`config.mk`:
```
export PLATFORM = sky130hd
export DESIGN_NAME = prio_irq_ctrl
export DESIGN_NICKNAME = d
export VERILOG_FILES = /design/src/rtl/irqc_pkg.sv /design/src/rtl/irqc_sync.sv /design/src/rtl/irqc_edge.sv /design/src/rtl/irqc_resolve.sv /design/src/rtl/prio_irq_ctrl.sv
export SDC_FILE = /design/constraint.sdc
export NUM_CORES = 1
export LEC_CHECK = 0
export ABC_AREA = 1
export CAP_MARGIN = 10
export CORE_MARGIN = 4
export CORE_UTILIZATION = 53
export CTS_BUF_LIST = sky130_fd_sc_hd__clkbuf_2 sky130_fd_sc_hd__clkbuf_4 sky130_fd_sc_hd__clkbuf_8
export CTS_CLUSTER_DIAMETER = 30
export DETAILED_ROUTE_END_ITERATION = 16
export PLACE_DENSITY = 0.85
export SYNTH_ARGS = -nofsm -noshare
export SYNTH_HDL_FRONTEND = slang
export SYNTH_HIERARCHICAL = 1
export SYNTH_SLANG_ARGS = --single-unit
```
`constraint.sdc`:
```
create_clock -name clk -period 1.1 [get_ports clk]
set_input_delay 0.22 -clock clk [delete_from_list [all_inputs] [get_ports clk]]
set_output_delay 0.22 -clock clk [all_outputs]
set_load 0.1 [all_outputs]
```
`src/rtl/irqc_pkg.sv`:
```
package irqc_pkg;
  localparam int EXT_N  = 3;
  localparam int SRC_N  = 5;
  localparam int REG_AW = 2;
  localparam int REG_DW = 8;

  // source slots in the flag / enable / priority vectors
  localparam int SRC_PORT = 0;
  localparam int SRC_TMR  = 1;
  localparam int SRC_X0   = 2;
  localparam int SRC_X1   = 3;
  localparam int SRC_X2   = 4;

  localparam logic [REG_AW-1:0] A_MAIN = 2'd0;
  localparam logic [REG_AW-1:0] A_CFG  = 2'd1;
  localparam logic [REG_AW-1:0] A_EXT  = 2'd2;
  localparam logic [REG_AW-1:0] A_PORT = 2'd3;
endpackage

```
`src/rtl/irqc_sync.sv`:
```
module irqc_sync #(
  parameter int W      = 7,
  parameter int STAGES = 2
) (
  input  logic         clk,
  input  logic         rst_n,
  input  logic [W-1:0] din,
  output logic [W-1:0] dout
);
  logic [STAGES-1:0][W-1:0] chain_q;

  always_ff @(posedge clk or negedge rst_n) begin
    if (!rst_n) chain_q <= '0;
    else        chain_q <= {chain_q[STAGES-2:0], din};
  end

  assign dout = chain_q[STAGES-1];
endmodule

```
`src/rtl/irqc_edge.sv`:
```
module irqc_edge #(
  parameter int W = 3
) (
  input  logic         clk,
  input  logic         rst_n,
  input  logic [W-1:0] lvl,
  input  logic [W-1:0] rise_sel,
  output logic [W-1:0] hit
);
  logic [W-1:0] prev_q;

  always_ff @(posedge clk or negedge rst_n) begin
    if (!rst_n) prev_q <= '0;
    else        prev_q <= lvl;
  end

  for (genvar g = 0; g < W; g++) begin : g_bit
    assign hit[g] = rise_sel[g] ? (lvl[g] & ~prev_q[g]) : (~lvl[g] & prev_q[g]);
  end
endmodule

```
`src/rtl/irqc_resolve.sv`:
```
module irqc_resolve #(
  parameter int N = 5
) (
  input  logic [N-1:0] flag,
  input  logic [N-1:0] en,
  input  logic [N-1:0] prio_hi,
  input  logic         gie_h,
  input  logic         gie_l,
  input  logic         hp_active,
  input  logic         sleeping,
  output logic         irq_hi,
  output logic         irq_lo,
  output logic         wake
);
  logic [N-1:0] pend;
  logic [N-1:0] pend_hi;
  logic [N-1:0] pend_lo;

  for (genvar g = 0; g < N; g++) begin : g_src
    assign pend[g]    = flag[g] & en[g];
    assign pend_hi[g] = pend[g] & prio_hi[g];
    assign pend_lo[g] = pend[g] & ~prio_hi[g];
  end

  assign irq_hi = gie_h & (|pend_hi);
  assign irq_lo = gie_h & gie_l & ~hp_active & (|pend_lo);
  assign wake   = sleeping & (|pend);
endmodule

```
`src/rtl/prio_irq_ctrl.sv`:
```
module prio_irq_ctrl
  import irqc_pkg::*;
#(
  parameter int PORT_W      = 4,
  parameter int SYNC_STAGES = 2
) (
  input  logic              clk,
  input  logic              rst_n,
  input  logic [EXT_N-1:0]  ext_pin,
  input  logic [PORT_W-1:0] port_in,
  input  logic              tmr_wrap8,
  input  logic              tmr_wrap16,
  input  logic              tmr_wide,
  input  logic              sleeping,
  input  logic              hp_active,
  input  logic              reg_we,
  input  logic              reg_re,
  input  logic [REG_AW-1:0] reg_addr,
  input  logic [REG_DW-1:0] reg_wdata,
  output logic [REG_DW-1:0] reg_rdata,
  output logic              irq_hi,
  output logic              irq_lo,
  output logic              wake
);
  localparam int PIN_W = EXT_N + PORT_W;

  // synchronised inputs
  logic [PIN_W-1:0]  pins_s;
  logic [EXT_N-1:0]  ext_s;
  logic [PORT_W-1:0] port_s;
  logic [EXT_N-1:0]  ext_hit;

  // state
  logic [SRC_N-1:0]  flag_q, flag_d;
  logic [SRC_N-1:0]  en_q, en_d;
  logic [EXT_N-1:0]  edge_sel_q, edge_sel_d;
  logic              gie_h_q, gie_h_d, gie_l_q, gie_l_d;
  logic              p_port_q, p_port_d, p_tmr_q, p_tmr_d;
  logic              p_x1_q, p_x1_d, p_x2_q, p_x2_d;
  logic [PORT_W-1:0] snap_q, snap_d;

  logic [SRC_N-1:0]  evt;
  logic [SRC_N-1:0]  prio_hi;
  logic              wr_main, wr_cfg, wr_ext, rd_port, cfg_ce;

  irqc_sync #(.W(PIN_W), .STAGES(SYNC_STAGES)) u_sync (
    .clk  (clk),
    .rst_n(rst_n),
    .din  ({port_in, ext_pin}),
    .dout (pins_s)
  );

  assign ext_s  = pins_s[EXT_N-1:0];
  assign port_s = pins_s[PIN_W-1:EXT_N];

  irqc_edge #(.W(EXT_N)) u_edge (
    .clk     (clk),
    .rst_n   (rst_n),
    .lvl     (ext_s),
    .rise_sel(edge_sel_q),
    .hit     (ext_hit)
  );

  // event vector
  always_comb begin
    evt           = '0;
    evt[SRC_PORT] = |(port_s ^ snap_q);
    evt[SRC_TMR]  = tmr_wide ? tmr_wrap16 : tmr_wrap8;
    evt[SRC_X0]   = ext_hit[0];
    evt[SRC_X1]   = ext_hit[1];
    evt[SRC_X2]   = ext_hit[2];
  end

  assign wr_main = reg_we && (reg_addr == A_MAIN);
  assign wr_cfg  = reg_we && (reg_addr == A_CFG);
  assign wr_ext  = reg_we && (reg_addr == A_EXT);
  assign rd_port = reg_re && (reg_addr == A_PORT);
  assign cfg_ce  = wr_main | wr_cfg | wr_ext;

  // next state
  always_comb begin
    flag_d     = flag_q;
    en_d       = en_q;
    edge_sel_d = edge_sel_q;
    gie_h_d    = gie_h_q;
    gie_l_d    = gie_l_q;
    p_port_d   = p_port_q;
    p_tmr_d    = p_tmr_q;
    p_x1_d     = p_x1_q;
    p_x2_d     = p_x2_q;
    if (wr_main) begin
      gie_h_d           = reg_wdata[7];
      gie_l_d           = reg_wdata[6];
      en_d[SRC_TMR]     = reg_wdata[5];
      en_d[SRC_X0]      = reg_wdata[4];
      en_d[SRC_PORT]    = reg_wdata[3];
      flag_d[SRC_TMR]   = reg_wdata[2];
      flag_d[SRC_X0]    = reg_wdata[1];
      flag_d[SRC_PORT]  = reg_wdata[0];
    end
    if (wr_cfg) begin
      edge_sel_d = reg_wdata[6:4];
      p_tmr_d    = reg_wdata[2];
      p_port_d   = reg_wdata[0];
    end
    if (wr_ext) begin
      p_x2_d          = reg_wdata[7];
      p_x1_d          = reg_wdata[6];
      en_d[SRC_X2]    = reg_wdata[4];
      en_d[SRC_X1]    = reg_wdata[3];
      flag_d[SRC_X2]  = reg_wdata[1];
      flag_d[SRC_X1]  = reg_wdata[0];
    end
    // a hardware event wins over a software clear
    flag_d = flag_d | evt;
    snap_d = port_s;
  end

  // registers
  always_ff @(posedge clk or negedge rst_n) begin
    if (!rst_n) flag_q <= '0;
    else        flag_q <= flag_d;
  end

  always_ff @(posedge clk or negedge rst_n) begin
    if (!rst_n) begin
      en_q       <= '0;
      edge_sel_q <= '0;
      gie_h_q    <= 1'b0;
      gie_l_q    <= 1'b0;
      p_port_q   <= 1'b0;
      p_tmr_q    <= 1'b0;
      p_x1_q     <= 1'b0;
      p_x2_q     <= 1'b0;
    end else if (cfg_ce) begin
      en_q       <= en_d;
      edge_sel_q <= edge_sel_d;
      gie_h_q    <= gie_h_d;
      gie_l_q    <= gie_l_d;
      p_port_q   <= p_port_d;
      p_tmr_q    <= p_tmr_d;
      p_x1_q     <= p_x1_d;
      p_x2_q     <= p_x2_d;
    end
  end

  always_ff @(posedge clk or negedge rst_n) begin
    if (!rst_n)       snap_q <= '0;
    else if (rd_port) snap_q <= snap_d;
  end

  // priority vector: pin 0 is wired high
  always_comb begin
    prio_hi           = '0;
    prio_hi[SRC_PORT] = p_port_q;
    prio_hi[SRC_TMR]  = p_tmr_q;
    prio_hi[SRC_X0]   = 1'b1;
    prio_hi[SRC_X1]   = p_x1_q;
    prio_hi[SRC_X2]   = p_x2_q;
  end

  irqc_resolve #(.N(SRC_N)) u_resolve (
    .flag     (flag_q),
    .en       (en_q),
    .prio_hi  (prio_hi),
    .gie_h    (gie_h_q),
    .gie_l    (gie_l_q),
    .hp_active(hp_active),
    .sleeping (sleeping),
    .irq_hi   (irq_hi),
    .irq_lo   (irq_lo),
    .wake     (wake)
  );

  // read mux
  always_comb begin
    reg_rdata = '0;
    case (reg_addr)
      A_MAIN: reg_rdata = {gie_h_q, gie_l_q, en_q[SRC_TMR], en_q[SRC_X0], en_q[SRC_PORT],
                           flag_q[SRC_TMR], flag_q[SRC_X0], flag_q[SRC_PORT]};
      A_CFG:  reg_rdata = {1'b0, edge_sel_q, 1'b0, p_tmr_q, 1'b0, p_port_q};
      A_EXT:  reg_rdata = {p_x2_q, p_x1_q, 1'b0, en_q[SRC_X2], en_q[SRC_X1], 1'b0,
                           flag_q[SRC_X2], flag_q[SRC_X1]};
      default: reg_rdata[REG_DW-1 -: PORT_W] = port_s;
    endcase
  end
endmodule

```
== Word level (Yosys, flattened, before mapping) ==
Index checks and enable logic that the tools add are counted.

* Output and inout bits: 11
* Word-level logic and storage cells: 76
* Register bits: 40
* Bits of input ports: 26

* Bitwise operators: 39
* Equality and inequality tests: 3
* Reductions and logical operators: 12
* Muxes and demuxes: 8

{| class="wikitable"
|+ Operators with widths
! kind !! number
|-
| AND 1 bit || 24
|-
| case mux 4 bit (3 select lines) || 2
|-
| inverter 1 bit || 11
|-
| OR reduction 5 bit || 2
|-
| OR reduction 4 bit || 2
|-
| AND reduction 2 bit || 3
|-
| bitwise OR 5 bit || 1
|-
| equality test 2 bit (second input constant) || 2
|-
| logical AND 1 bit || 4
|-
| two-way mux 1 bit || 4
|-
| bitwise XOR 4 bit || 1
|-
| two-way mux 3 bit || 1
|-
| equality test 2 x 1 -> 1 bit (second input constant) || 1
|-
| zero test 2 bit || 1
|-
| two-way mux 2 bit || 1
|-
| bitwise OR 1 bit || 2
|}

== Depth between registers and ports, before layout ==
Gate-level depths: netlist of the first run.

* Word-level depth: 5
* Gate-level depth with buffers: 6

== By module ==
The synthesis of the first run kept the hierarchy.

{| class="wikitable"
|+ Modules (own cells, without submodules)
! module !! cells each !! instances !! area each (sq um)
|-
| prio_irq_ctrl || 148 || 1 || 1,186.1
|-
| irqc_sync || 21 || 1 || 402.9
|-
| irqc_edge || 21 || 1 || 150.1
|-
| irqc_resolve || 30 || 1 || 140.1
|}

== Worst setup path before layout of the first run ==
No wires, ideal clock.

* Path type: input to output
* Start point: input reg_addr[0]
* End point: output reg_rdata[0]
* Slack: -1.061 ns
* Required time: 0.880 ns
* Stages: 3
* Data arrival time: 1.941 ns
* Path buffers: 0
* Path through: nor2_4 > inv_1 > o211ai_1

* Word-level cells in the longest chain between the ends: 2
* Elaborated cells on any way between the ends: 4

{| class="wikitable"
|+ RTL lines
! element !! line !! source
|-
| start, declared || prio_irq_ctrl.sv:18 || <nowiki>input logic [REG_AW-1:0] reg_addr,</nowiki>
|-
| equality test 2 bit (tied with other cells) || prio_irq_ctrl.sv:178 || <nowiki>case (reg_addr)</nowiki>
|-
| case mux 4 bit (3 select lines) * || prio_irq_ctrl.sv:178 ||
|-
| end, declared || prio_irq_ctrl.sv:20 || <nowiki>output logic [REG_DW-1:0] reg_rdata,</nowiki>
|}

Every way passes the cells marked *; elsewhere a longest branch is shown, timed or not.

== Final worst setup path of the first run ==
* Start point: register p_tmr_q
* End point: output irq_lo

* Word-level cells in the longest chain between the ends: 4

{| class="wikitable"
|+ RTL lines
! element !! line !! source
|-
| start, declared || prio_irq_ctrl.sv:38 || <nowiki>logic p_port_q, p_port_d, p_tmr_q, p_tmr_d;</nowiki>
|-
| start signal, assigned || prio_irq_ctrl.sv:141 || <nowiki>p_tmr_q <= p_tmr_d;</nowiki>
|-
| inverter 1 bit || irqc_resolve.sv:22 || <nowiki>assign pend_lo[g] = pend[g] & ~prio_hi[g];</nowiki>
|-
| AND 1 bit || irqc_resolve.sv:22 ||
|-
| OR reduction 4 bit || irqc_resolve.sv:26 || <nowiki>assign irq_lo = gie_h & gie_l & ~hp_active & (|pend_lo);</nowiki>
|-
| AND 1 bit || irqc_resolve.sv:26 ||
|-
| end, declared || prio_irq_ctrl.sv:22 || <nowiki>output logic irq_lo,</nowiki>
|}

Every way passes these cells.

==> metrics.txt, run 1 <==
Reg clk slew, reported paths=120 ps; Worst Hold End=u_sync/chain_q[4]; Critical R2R Launch=flag_q[0]; Lkg Pwr=about 1.4 nW; WS Path Type=flip-flop to output pin; share of layout cells above drive strength 1=between 30 and 40%; Distinct cells, synth=21; total CTS buffers=5; Reg-to-Reg End=flag_q[0]; Clock Skew=8.62 ps; DR WL/cell=~14 um; ant diodes=0; Final Worst Setup Slack=-530 ps; sw power=between 0.001 and 0.0015 W; mapped cell area=1880 um^2; GRT Total Usage=22.4%; Reg2Reg Depth=6; # fillers=~190; Initial Util=a little under three fifths; first-pass GRT wire length=approximately 7500 um; DRC=0; Final nets=between 300 and 400; clock network power share=18.1%; CTS tree=yes; Min-Delay Startpoint=port_in[1]; Synth area leader=dfrtp_1; largest net degree at the start of global routing=41; area share of xor/xnor cells in the synthesized design=0%; clock sink total=40; synthesis warning total=6; Max Freq=614 MHz; sequential-to-total area share from yosys stat=53.3%; Area growth syn-to-layout=43.6%; Die X-Extent=67.5 um; Cell Area, Placed=approximately 2500 um^2; final setup violation count=11; main combinational cell family by area after synthesis=simple AND/OR/NAND/NOR gates; Synth area leaders=dfrtp_1 (53%), nand2_1 (13%), inv_1 (6.2%); fin. max-slew vios=0; critical path fanouts, max=2; MaxCap Viol Count=0; die area=between 4000 and 5000 um^2; Tcrit/Tclk final=148%; dpl ws=-702 ps; Seq. cell area=1000 um^2; RSZ-0062 raised after global routing=yes; fin util=79.6%; remaining antenna violation count=0; combinational cell fraction of total power=a little under two fifths; crit path launch type=flip-flop; total routed wirelength=between 4000 and 5000 um; Starting DRT DRC Count=between 150 and 200; 1st-pass router iterations=4; Reg power frac=45.2%; final hold violations=0; Critical Path RT=between 800 and 900 ps; Clock Tree Root=clkbuf_4; via count=approximately 1700; most frequent cells in the layout=nand2_1 (62), dfrtp_1 (38), inv_1 (27); most common cell after layout, fill and taps aside=nand2_1; Post-synth EDFFs=0; Yosys reg bits=40; RD Place Congestion=about 0.91; Hold Crit Depth=1; port bufs=36; Int Power=about 0.0025 W; Setup TNS=-4810 ps; Mean Syn Cell Area=roughly 8.5 um^2; Tmin final=about 1600 ps; # IOs=37; die span in y=between 60 and 70 um; PD cells=about 1500 nW/um^2; initial antenna violation count=0; CP Data Arrival Time=roughly 1400 ps; GR Overflow Total=0; violated checks=setup timing; CTS Buffer Depth=2; instance count of the mapped netlist=220; core area=3390 um^2; final instance area=2700 um^2; share of the synthesized area in the top cell type=approximately 53%; Worst VDD drop=0.000954 V; worst skew pair latency=340 ps; Synth Flop Type=dfrtp_1; compound-cell area share of the yosys netlist=9.79%; Synth Area in Adders=0%; vias in the first global route=about 1700; CP endpoint kind=output pin; multiplexer area fraction after synthesis=0%; H-tree Lvls=2; switching share of total power=37.4%; run status=finished with violations; multi-input combinational cell area=about 740 um^2; R2R setup slack=50 ps; Via density=a little over 5; Synth Area in Simple Gates=a little over a quarter; row count=21; hpwl dp=~3300 um; share of flip-flops with an asynchronous set or reset=between 90% and 100%; Hold Path Class=primary input to flip-flop
[power by group through the flow]
stage | clock network, W | logic, W | registers, W
after floorplan | 0 | 0.000820 | 0.00176
after global placement | 0 | 0.00131 | 0.00180
after detailed placement | 0 | 0.00135 | 0.00181
after CTS | 0.000744 | 0.00140 | 0.00178
after global routing | 0.000810 | 0.00155 | 0.00182
final | 0.000719 | 0.00146 | 0.00180
[synthesized netlist by cell type (6+ instances only)]
cell,n
o21ai_2,6
nor2_1,8
buf_4,7
inv_1,31
nand2_1,66
dfrtp_1,40
o21ai_1,13
nand3_1,21
[metrics by stage]
stage               power (W)  hold slack (ps)  instances
floorplan             0.00258            -75.6        221
global placement      0.00311              200        316
detailed placement    0.00315              203        316
CTS                   0.00393              292        329
global route          0.00418              280        333
finish                0.00397              306        333
[kinds of logic after synthesis]
| group | count (synthesis) |
|---|---|
| and+or+nand+nor | 107 |
| buffers and inverters | 44 |
| DFF | 40 |
| AOI/OAI and AO/OA | 28 |
| other | 1 |
[worst max-delay path: stages, from the launching register on]
cell	delay, ps
dfrtp_1	410
inv_1	90
nand3_1	100
nand3_2	110
nor2_2	50
nor2_4	120
buf_12	180
[worst max-delay path by stage]
stage	startpoint	to	slack, ps
floorplan	reg_addr[0]	reg_rdata[0]	-1060
global placement	reg_addr[1]	reg_rdata[5]	-660
detailed placement	reg_addr[1]	reg_rdata[4]	-700
CTS	p_x2_q	irq_lo	-500
global route	en_q[1]	irq_lo	-590
finish	p_tmr_q	irq_lo	-530
[metal layers]
| metal | global-route usage, % | part of all wire [%] |
|---|---|---|
| met1 | 28.1 | 40 |
| met2 | 36.6 | 52 |
| met3 | 5.16 | 5.7 |
| met4 | 10.1 | 2.5 |
| met5 | 0 | 0 |
[cell type report]
cell class                 count  share of cell area (%)
inverter                      36                    5.01
multi-input combinational    137                    27.5
sequential                    40                    37.2
clock buffer                   5                    1.39
clock inverter                 3                   0.695
timing repair buffer          66                    26.1
tap                           46                    2.13
[timing repair]
| item | 4_1_cts | 5_1_grt |
|---|---|---|
| hold buffers | 1 | 0 |
| pin swaps | 18 | 9 |
| resized for setup | 14 | 10 |
| setup endpoints to repair | 34 | 13 |
| hold endpoints to repair | 40 | 0 |
| buffers inserted | 4 | 4 |
[state kept, by name, indices dropped and copies added (netlist names)]
register,count
u_edge/prev_q,3
flag_q,5
gie_h_q,1
snap_q,4
p_port_q,1
gie_l_q,1
u_sync/chain_q,7
edge_sel_q,3
en_q,5
u_sync/dout,7
p_x1_q,1
p_tmr_q,1
p_x2_q,1
(Power assumes the default switching activity.)
==> run 2, diff against run 1 <==
--- a/config.mk
+++ b/config.mk
@@ -5,14 +5,13 @@
 export SDC_FILE = /design/constraint.sdc
 export NUM_CORES = 1
 export LEC_CHECK = 0
-export ABC_AREA = 1
 export CAP_MARGIN = 10
 export CORE_MARGIN = 4
-export CORE_UTILIZATION = 53
+export CORE_UTILIZATION = 52
 export CTS_BUF_LIST = sky130_fd_sc_hd__clkbuf_2 sky130_fd_sc_hd__clkbuf_4 sky130_fd_sc_hd__clkbuf_8
 export CTS_CLUSTER_DIAMETER = 30
 export DETAILED_ROUTE_END_ITERATION = 16
-export PLACE_DENSITY = 0.85
+export PLACE_DENSITY = 0.84
 export SYNTH_ARGS = -nofsm -noshare
 export SYNTH_HDL_FRONTEND = slang
 export SYNTH_HIERARCHICAL = 1
==> metrics.txt, run 2 <==
total CTS buffers=5; remaining antenna violation count=0; final setup violation count=13; count leader, synth=dfrtp_1; Tcrit/Tclk final=160%; critical path fanouts, max=4; Yosys reg bits=40; 1st-pass router iterations=4; RD Place Congestion=approximately 0.79; most frequent cells in the layout=dfrtp_1 (34), clkdlybuf4s50_1 (21), mux2_2 (18), buf_4 (18); fin. max-slew vios=0; Tmin final=1760 ps; Seq. cell area=a little over 1000 um^2; Reg clk slew, reported paths=between 100 and 150 ps; DR WL/cell=roughly 22 um; DRC=0; mapped cell area=approximately 1800 um^2; synthesis warning total=6; first-pass GRT wire length=between 8000 and 9000 um; violated checks=setup timing; crit-path cells=mux4_2 > buf_12; Clock Tree Root=clkbuf_4; row count=21; share of layout cells above drive strength 1=55.1%; total routed wirelength=between 5000 and 6000 um; most frequent cells after synthesis=dfrtp_1 (40), mux2_2 (19), nand2_1 (11), buf_4 (9), mux2i_1 (8); PD cells=around 1700 nW/um^2; MaxCap Viol Count=0; CTS tree=yes; hpwl dp=3140 um; Synth area leader=dfrtp_1; H-tree Lvls=2; Distinct cells, synth=32; placed instance count=237; # fillers=144; CP endpoint kind=output pin; Final Worst Setup Slack=-656 ps; Initial Util=between 50% and 60%; die span in y=66.7 um; multi-input combinational cell area=between 900 and 1000 um^2; worst skew pair latency=about 380 ps; Setup TNS=-6240 ps; Critical Path RT=approximately 880 ps; Die X-Extent=between 60 and 70 um; ant diodes=0; Final nets=230; crit path launch type=flip-flop; core area=roughly 3300 um^2; dpl ws=-757 ps; vias in the first global route=1565; instance count of the mapped netlist=~140; share of flip-flops with an asynchronous set or reset=100%; final hold violations=0; fin cells=~250; Starting DRT DRC Count=roughly 120; Crit-path slowest cell=mux4_2; Synth Flop Type=dfrtp_1; # IOs=37; CTS Buffer Depth=2; initial antenna violation count=0; WS Path Type=flip-flop to output pin; Area growth syn-to-layout=61.5%; sequential-to-total area share from yosys stat=between 50% and 60%; largest net degree at the start of global routing=41; die area=around 4400 um^2; Synth area leaders=dfrtp_1 (56%), mux2_2 (12%), mux2i_1 (4.5%); Max Freq=569 MHz; Clock Skew=between 15 and 20 ps; via count=between 1000 and 1500; clock sink total=40; Worst VDD drop=around 0.0013 V; GR Overflow Total=0; RSZ-0062 raised after global routing=yes; port bufs=36; Lkg Pwr=1.22 nW; Via density=roughly 5.7; Worst path max stage delay=around 520 ps; CP Data Arrival Time=around 1500 ps; Mean Syn Cell Area=approximately 13 um^2; GRT Total Usage=27.1%; share of the synthesized area in the top cell type=55.9%; most common cell after layout, fill and taps aside=dfrtp_1; Post-synth EDFFs=0; run status=finished with violations; Hold Path Class=primary input to flip-flop
-- run 2: what timing repair did --
action | 4_1_cts | 5_1_grt
pin swaps | 4 | 9
resized for setup | 34 | 17
cloned | 0 | 0
hold buffers | 1 | 0
buffers inserted | 1 | 6
setup endpoints to repair | 34 | 17
hold endpoints to repair | 40 | 0
-- run 2: power by group --
| part | total [W] | switching (W) | internal [W] | leakage (nW) |
|---|---|---|---|---|
| Clock | 0.00112 | 0.000513 | 0.000603 | 0.0515 |
| Combinational | 0.00197 | 0.00105 | 0.000917 | 0.716 |
| Sequential | 0.00187 | 0.000215 | 0.00165 | 0.455 |
-- run 2: final timing paths --
path	startpoint	end	slack, ps	cells after the start
worst max-delay path	p_x1_q	reg_rdata[6]	-660	2
worst min-delay path	port_in[1]	u_sync/chain_q[4]	280	1
worst max register to register	flag_q[3]	flag_q[3]	-50	4
worst min register to register	u_sync/chain_q[0]	u_sync/dout[0]	350	0
max in group asynchronous	rst_n	p_x1_q	560	3
min in group asynchronous	rst_n	edge_sel_q[1]	320	3
-- run 2: final cells by class --
type,count,share of cell area [%]
Clock inverter,1,1.04
Timing Repair Buffer,68,26.1
Tap cell,46,1.99
Sequential cell,40,34.9
Multi-Input combinational cell,85,33.2
Inverter,4,0.519
Clock buffer,7,2.25
-- run 2: cell families after synthesis --
logic type	share of synthesized area (%)
AO/OA/AOI/OAI	7.20
flip-flops	55.9
buffers and inverters	5.24
AND/OR/NAND/NOR	10.3
multiplexers	19.1
XOR/XNOR	1.96
other	0.209
-- run 2: per-stage QoR --
stage | hold slack, ps | power [W] | util, % | instance area, um^2
2_1_floorplan | -75.6 | 0.00283 | - | 1940
3_3_place_gp | 198 | 0.00345 | 77.2 | 2570
3_5_place_dp | 202 | 0.00351 | 77.2 | 2570
4_1_cts | 276 | 0.00473 | 84.3 | 2810
5_1_grt | 244 | 0.00514 | 86.7 | 2890
6_report | 280 | 0.00496 | 86.7 | 2890
-- run 2: routing by layer --
metal	vias to the layer above	share of wire, %	track usage, %
met2	57	53	46.9
met3	27	5.6	6.24
met5	-	0	0
met4	0	4.9	15.2
li1	623	-	-
met1	717	36	30.4
-- run 2: critical path: cells and delay by family, from the launching register on --
| kind | cells | cell delay [ps] |
|---|---|---|
| muxes | 1 | 520 |
| DFF | 1 | 460 |
| buffers and inverters | 1 | 190 |
==> run 3, diff against run 2 <==
--- a/config.mk
+++ b/config.mk
@@ -5,7 +5,7 @@
 export SDC_FILE = /design/constraint.sdc
 export NUM_CORES = 1
 export LEC_CHECK = 0
-export CAP_MARGIN = 10
+export CAP_MARGIN = 15
 export CORE_MARGIN = 4
 export CORE_UTILIZATION = 52
 export CTS_BUF_LIST = sky130_fd_sc_hd__clkbuf_2 sky130_fd_sc_hd__clkbuf_4 sky130_fd_sc_hd__clkbuf_8
@@ -16,3 +16,4 @@
 export SYNTH_HDL_FRONTEND = slang
 export SYNTH_HIERARCHICAL = 1
 export SYNTH_SLANG_ARGS = --single-unit
+export TNS_END_PERCENT = 10
==> constraint.sdc (replaced) <==
create_clock -name clk -period 1.62 [get_ports clk]
set_input_delay 0.324 -clock clk [delete_from_list [all_inputs] [get_ports clk]]
set_output_delay 0.324 -clock clk [all_outputs]
set_load 0.1 [all_outputs]
==> metrics.txt, run 3 (synthesis gave the netlist of run 2 again) <==
CTS Buffer Depth=2; Min-Delay Startpoint=u_sync/chain_q[1]; final hold violations=0; Area growth syn-to-layout=38.2%; H-tree Lvls=2; vias in the first global route=approximately 1300; ant diodes=0; Clock Tree Root=clkbuf_4; initial antenna violation count=0; Reg clk slew, reported paths=roughly 110 ps; remaining antenna violation count=0; largest net degree at the start of global routing=24; total CTS buffers=5; Setup TNS=-1040 ps; MaxCap Viol Count=0; R2R setup slack=450 ps; CTS tree=yes; CP Data Arrival Time=roughly 1500 ps; Die X-Extent=between 60 and 70 um; Hold Path Class=flip-flop to flip-flop; Critical R2R Launch=u_sync/dout[3]; WS Path Type=flip-flop to output pin; via count=approximately 1200; total routed wirelength=3750 um; port bufs=36; # IOs=37; fin util=between 70% and 80%; Reg2Reg Depth=4; Final nets=about 210; share of layout cells above drive strength 1=a little under two fifths; final setup violation count=7; Starting DRT DRC Count=80; clock sink total=40; DR WL/cell=~16 um; hpwl dp=between 2000 and 3000 um; run status=finished with violations; Hold Crit Depth=0; Max Freq=roughly 550 MHz; Worst path max stage delay=~520 ps; Final Worst Setup Slack=-208 ps; Reg-to-Reg End=flag_q[0]; CP endpoint kind=output pin; Worst Hold End=u_sync/dout[1]; PD cells=around 1100 nW/um^2; RD Place Congestion=0.907; most frequent cells in the layout=dfrtp_1 (39), clkdlybuf4s50_1 (22), mux2_2 (19); RSZ-0062 raised after global routing=yes; Tmin final=between 1500 and 2000 ps; DRC=0; Tcrit/Tclk final=113%; most common cell after layout, fill and taps aside=dfrtp_1; Worst VDD drop=just over 0.0007 V; GR Overflow Total=0; 1st-pass router iterations=4; Critical Path RT=about 1300 ps; Clock Skew=between 2 and 3 ps; crit path launch type=flip-flop; GRT Total Usage=19.6%; Lkg Pwr=~1.1 nW; row count=21; worst skew pair latency=around 340 ps; core area=3340 um^2; fin. max-slew vios=0; violated checks=setup timing; Via density=between 5 and 6; die area=approximately 4400 um^2; critical path fanouts, max=5; Crit-path slowest cell=mux4_2; first-pass GRT wire length=6220 um; die span in y=~67 um; dpl ws=-489 ps; crit-path cells=mux4_2 > buf_12; Initial Util=53.7%
## run 3: cell count changes in the layout (fill, tap and decap cells not counted), moves of 3 or more
cell,delta
nand2_2,-3
nand2_1,+5
dfrtp_2,-5
mux2i_4,-4
nor2_2,+3
buf_6,-12
buf_4,-5
mux2i_1,+5
nor2_4,-3
dfrtp_1,+5
## run 3: worst max-delay path by stage
stage | start | end | slack (ps) | depth (start not counted)
final | en_q[2] | reg_rdata[4] | -210 | 2
after detailed placement | reg_addr[0] | reg_rdata[4] | -490 | 3
after floorplan | flag_q[3] | irq_hi | -150 | 3
after global placement | reg_addr[0] | reg_rdata[4] | -470 | 3
after global routing | p_x1_q | irq_hi | -290 | 4
after CTS | p_x1_q | irq_hi | -210 | 4
## run 3: critical path, delay by kind of cell, from the launching register on
family,cells,cell delay [ps]
buffers and inverters,1,190
flip-flops,1,450
multiplexers,1,520
## run 3: power breakdown
group          switching [W]  leakage, nW  internal (W)
combinational       0.000555        0.585      0.000437
clock               0.000306       0.0380      0.000207
sequential          0.000120        0.459       0.00112
## run 3: final cells by class
type | instances | area (um^2)
clock inverters | 2 | 10.0
multi-input cells | 85 | 744
clock buffers | 6 | 51.3
inverters | 4 | 15.0
well taps | 46 | 57.6
repair buffers | 51 | 593
fillers | 218 | 863
flip-flops and latches | 40 | 1000
## run 3: metal layers
layer  track usage (%)  vias up  part of all wire (%)
met5                 0        -                     0
met4              10.4        0                   2.2
met3              6.41        7                   5.0
met2              31.1       35                    51
met1              23.7      611                    42
li1                  -      577                     -
## run 3: metrics by stage
stage	instance area [um^2]	hold WS [ps]	power, W	instances
after floorplan	1840	28.4	0.00184	139
after global routing	2470	366	0.00287	234
after detailed placement	2370	287	0.00221	221
after CTS	2470	360	0.00276	234
final	2470	357	0.00274	234
after global placement	2370	269	0.00218	221
## run 3: timing repair
action / in CTS / in global routing
buffers inserted: 4 / 0
gates resized for setup: 6 / 2
endpoints found under the setup margin: 12 / 9
hold buffers: 1 / 0
hold endpoints to repair: 17 / 0
pin swaps: 2 / 2
